### src/rtl/pfd_pkg.sv
package pfd_pkg;
  localparam int unsigned NUM_CH = 2;
  localparam int unsigned CH_REF = 0;
  localparam int unsigned CH_FB  = 1;

  function automatic int unsigned abl_cycles(input logic [1:0] code,
                                             input int unsigned d0, input int unsigned d1,
                                             input int unsigned d2, input int unsigned d3);
    case (code)
      2'b00:   return d0;
      2'b01:   return d1;
      2'b10:   return d2;
      default: return d3;
    endcase
  endfunction

  function automatic int unsigned max4(input int unsigned a, input int unsigned b,
                                       input int unsigned c, input int unsigned d);
    int unsigned m;
    m = a;
    if (b > m) m = b;
    if (c > m) m = c;
    if (d > m) m = d;
    return m;
  endfunction
endpackage

### src/rtl/pfd_edge_det.sv
module pfd_edge_det #(
  parameter int unsigned W = 2
) (
  input  logic         clk,
  input  logic         rst,
  input  logic [W-1:0] lvl_i,
  output logic [W-1:0] rise_o
);
  logic [W-1:0] prev_q;

  // An input already high when reset lifts is not an edge.
  always_ff @(posedge clk) begin
    if (rst) prev_q <= '1;
    else     prev_q <= lvl_i;
  end

  assign rise_o = lvl_i & ~prev_q;
endmodule

### src/rtl/pfd_clear_timer.sv
module pfd_clear_timer #(
  parameter int unsigned D00 = 3,
  parameter int unsigned D01 = 1,
  parameter int unsigned D10 = 6,
  parameter int unsigned D11 = 3
) (
  input  logic       clk,
  input  logic       rst,
  input  logic       win_i,
  input  logic [1:0] sel_i,
  output logic       clear_o
);
  import pfd_pkg::*;

  localparam int unsigned DMAX  = max4(D00, D01, D10, D11);
  localparam int unsigned CNT_W = (DMAX < 2) ? 1 : $clog2(DMAX + 1);

  logic [CNT_W-1:0] cnt_q;
  logic [CNT_W:0]   dly_w;
  logic [CNT_W:0]   held_w;

  assign dly_w   = (CNT_W+1)'(abl_cycles(sel_i, D00, D01, D10, D11));
  assign held_w  = {1'b0, cnt_q} + (CNT_W+1)'(1);
  assign clear_o = win_i && (held_w >= dly_w);

  always_ff @(posedge clk) begin
    if (rst || !win_i || clear_o) cnt_q <= '0;
    else                          cnt_q <= cnt_q + CNT_W'(1);
  end
endmodule

### src/rtl/pfd_chan.sv
module pfd_chan (
  input  logic clk,
  input  logic rst,
  input  logic rise_i,
  input  logic win_i,
  input  logic clear_i,
  output logic out_q
);
  logic pend_q;

  always_ff @(posedge clk) begin
    if (rst) begin
      out_q  <= 1'b0;
      pend_q <= 1'b0;
    end else if (clear_i) begin
      out_q <= 1'b0;
      if (rise_i) pend_q <= 1'b1;
    end else if (win_i) begin
      if (rise_i) pend_q <= 1'b1;
    end else if (pend_q || rise_i) begin
      out_q  <= 1'b1;
      pend_q <= 1'b0;
    end
  end
endmodule

### src/rtl/phase_freq_det.sv
module phase_freq_det #(
  parameter int unsigned DLY_00 = 3,
  parameter int unsigned DLY_01 = 1,
  parameter int unsigned DLY_10 = 6,
  parameter int unsigned DLY_11 = 3
) (
  input  logic       clk,
  input  logic       rst,
  input  logic       ref_div_i,
  input  logic       fb_div_i,
  input  logic [1:0] abl_sel_i,
  output logic       up_o,
  output logic       dn_o
);
  import pfd_pkg::*;

  logic [NUM_CH-1:0] lvl_w;
  logic [NUM_CH-1:0] rise_w;
  logic [NUM_CH-1:0] out_w;
  logic              win_w;
  logic              clear_w;

  assign lvl_w[CH_REF] = ref_div_i;
  assign lvl_w[CH_FB]  = fb_div_i;

  pfd_edge_det #(.W(NUM_CH)) u_edge (
    .clk(clk), .rst(rst), .lvl_i(lvl_w), .rise_o(rise_w)
  );

  assign win_w = &out_w;

  pfd_clear_timer #(.D00(DLY_00), .D01(DLY_01), .D10(DLY_10), .D11(DLY_11)) u_timer (
    .clk(clk), .rst(rst), .win_i(win_w), .sel_i(abl_sel_i), .clear_o(clear_w)
  );

  for (genvar g = 0; g < NUM_CH; g++) begin : g_ch
    pfd_chan u_chan (
      .clk(clk), .rst(rst), .rise_i(rise_w[g]), .win_i(win_w),
      .clear_i(clear_w), .out_q(out_w[g])
    );
  end

  assign up_o = out_w[CH_REF];
  assign dn_o = out_w[CH_FB];
endmodule

### config.mk
export PLATFORM = sky130hd
export DESIGN_NAME = phase_freq_det
export DESIGN_NICKNAME = d
export VERILOG_FILES = /design/src/rtl/pfd_pkg.sv /design/src/rtl/pfd_edge_det.sv /design/src/rtl/pfd_clear_timer.sv /design/src/rtl/pfd_chan.sv /design/src/rtl/phase_freq_det.sv
export SDC_FILE = /design/constraint.sdc
export NUM_CORES = 1
export LEC_CHECK = 0
export CELL_PAD_IN_SITES_DETAIL_PLACEMENT = 0
export CELL_PAD_IN_SITES_GLOBAL_PLACEMENT = 1
export CORE_AREA = 2 2 39 41
export DETAILED_ROUTE_END_ITERATION = 16
export DIE_AREA = 0 0 41 43
export GPL_TIMING_DRIVEN = 0
export HOLD_SLACK_MARGIN = 0.02
export PLACE_DENSITY_LB_ADDON = 0.1
export RECOVER_POWER = 25
export SLEW_MARGIN = 5
export SYNTH_ARGS = -nofsm -noshare
export SYNTH_HDL_FRONTEND = slang
export SYNTH_SLANG_ARGS = --single-unit
### constraint.sdc
create_clock -name clk -period 3.7 [get_ports clk]
set_clock_uncertainty 0.15 [all_clocks]
set_input_delay 0.925 -clock clk [delete_from_list [all_inputs] [get_ports clk]]
set_output_delay 0.925 -clock clk [all_outputs]
set_load 0.05 [all_outputs]
==> flow_summary.yaml <==
run_status:
  status: "finished, final reports clean"
power:
  p_leak_nw: 0.248
  power_density_nw_per_um2: 367
  power_frac_comb_pct: 11.0
  peakVddDrop_uv: 138
  pwr-share-clk_pct: 37.2
  p_int_mw: 0.152
  p_sw_share_pct: 22.7
  pwr-share-seq_pct: 51.8
  p_switching_mw: 0.0445
placed_design:
  gp_congestion: 0.623
  dp_cells: 63
  place_worst_setup_slack_ps: 1080
  io_buffers: 7
detailed_routing:
  route.detailed.drc: 0
  firstDrtPassIters: 2
  drt-vias-per-instance: 5.09
  routed-via-count: 341
  drtIter0Drc: 1
  ant_nets: 0
  routedWlPerCell_um: 11.0
  drt-total-wl_um: 738
die:
  initial_core_util_pct: 30.2
  coreArea_um2: 1380
  die_w_um: 41
  ioPinCount: 8
  rows: 14
  die_h_um: 43
  die_area_um2: 1760
global_routing:
  grt_max_degree: 6
  antenna_found_initial: 0
  grt_usage_pct: 11.8
  grt_pass1_vias: 322
  grt.overflow.total: 0
  grt_pass1_wl_um: 1310
final_layout:
  drive_gt1_share_pct: 17.6
  synthToLayoutAreaGrowth_pct: 27.8
  nNetsFinal: 62
  layout.cells.non_filler: 67
  final_core_util_pct: 38.6
  antenna_cells: 0
synth:
  synth_most_common_cell: "dfxtp_1"
  yosysTopAreaCellShare_pct: 43.1
  seq_area_frac_synth_pct: 43.1
  synth_area_per_cell_um2: 10.4
  synth_edf_count: 0
  yosys.area_share.simple_pct: 24.9
  synth_compound_gate_area_share_pct: 15.3
  synth.distinct_cells: 20
  syn-num-nets: 50
  async_reset_ff_share_pct: 0
  synth_ff_type: "dfxtp_1"
  synth_area_leaders: "dfxtp_1, ha_1, nand3b_4"
  ys.warnings.count: 0
  synthMuxAreaShare_pct: 0
  yosys.area_share.adder_pct: 12.0
  synth_top_family_by_area: "simple AND/OR/NAND/NOR gates"
  synth_xor_area_share_pct: 2.10
  syn_inst: 40
  ys_ff_latch: 9
  syn_area_um2: 418
  synth_common_cells: "dfxtp_1, ha_1, inv_1"
  synth_top_area_cell: "dfxtp_1"
min_path:
  min_path_type: "reg2reg"
timing:
  finalSetupTns_ps: 0
  drv_slew: 0
  rsz0062_at_grt: "false"
  setup_ws_ps: 1100
  worst-slew-pin-transition_ps: 485
  setup_violations: 0
  fmax_ghz: 0.384
  hold_viol: 0
  final_min_period_over_clock_period_pct: 70.4
  slew_headroom_pct: 67.5
  post-route-min-period_ps: 2600
clocking:
  cts_resized: 0
  clockBufferDepth: 2
  cts.sinks: 9
  cts_tree: "built"
  cts.reportedPaths.clkPinSlew_ps: 60
  cts_hold_buf: 0
  cts_max_level: 1
  insertion_delay_ps: 250
  post_cts_buffers: 0
  cts_made_buffers: 3
  clock-root-buffer: "clkbuf_4"
critical_path:
  required_ps: 2620
  slowest_delay_ps: 840
  cp_max_fo: 5
  crit_chain: "clkdlybuf4s50_1"
  cpMaxStageDelayCell: "clkdlybuf4s50_1"
  critPathKind: "reg2out"
  cp.buffers_inverters: 1
  critPathCaptureType: "output pin"
  path_delay_family: "buffers and inverters"
  start_kind: "flip-flop"
  crit_arrival_ps: 1530
run:
  cap_violations: 0
[routing by layer]
| layer | up-vias | routed length [um] | track usage (%) |
|---|---|---|---|
| met4 | 0 | 12 | 10.0 |
| met2 | 6 | 392 | 18.4 |
| met3 | 2 | 44 | 4.71 |
| met1 | 164 | 289 | 11.0 |
| met5 | - | 0 | 0 |
| li1 | 169 | - | - |
[logic make-up (layout without fill, tap and decap cells)]
family	count (synthesis)	in the layout
AOI/OAI and AO/OA	9	9
xor gates and xnor gates	1	1
adders and majority gates	4	4
buffers and inverters	3	14
DFF	9	9
and+or+nand+nor	14	14
[flip-flops by register name, summed over array words and instances (netlist names)]
signal	flops
g_ch.u_chan.pend_q	2
g_ch.u_chan.out_q	2
u_edge.prev_q	2
u_timer.cnt_q	3
[through the flow]
stage	hold WS (ps)	total power, mW	cell area [um^2]
2_1_floorplan	288	0.116	418
3_3_place_gp	303	0.125	508
3_5_place_dp	313	0.126	508
4_1_cts	328	0.203	534
5_1_grt	378	0.209	534
6_report	322	0.196	534
[power groups by stage]
stage               Sequential [mW]  Clock, mW  Combinational, mW
floorplan                     0.108          0            0.00801
global placement              0.104          0             0.0214
detailed placement            0.104          0             0.0219
CTS                           0.102     0.0788             0.0222
global route                  0.102     0.0834             0.0239
finish                        0.102     0.0729             0.0216
[cell usage in the layout (no fill, tap or decap)]
cell type	instances
nand2b_4	1
o21ai_0	1
clkdlybuf4s50_1	6
a211oi_1	2
dfxtp_1	9
a21oi_1	2
nor2b_1	2
nand3b_4	1
a311oi_1	2
nor2_1	2
nor3_1	2
clkbuf_4	3
nor3b_2	1
inv_1	3
dlygate4sd3_1	1
a21oi_2	1
xor2_1	1
clkbuf_1	1
or2_2	2
o211ai_1	1
nand2_1	1
ha_1	4
nand3_1	1
nand2b_1	1
[layout make-up]
type	count	area [um^2]
sequential	9	180
tap	16	20.0
timing repair buffer	7	70.1
clock buffer	4	26.3
fill	137	850
inverter	3	11.3
multi-input combinational	28	226
[worst paths after layout]
path	from	end	slack [ps]	cells past startpoint
worst max-delay path	g_ch[0].u_chan.out_q	up_o	1100	1
worst min-delay path	g_ch[0].u_chan.pend_q	g_ch[0].u_chan.pend_q	320	2
worst max register to register	u_timer.cnt_q[0]	g_ch[0].u_chan.out_q	1840	6
worst min register to register	g_ch[0].u_chan.pend_q	g_ch[0].u_chan.pend_q	320	2
(Power assumes the default switching activity.)
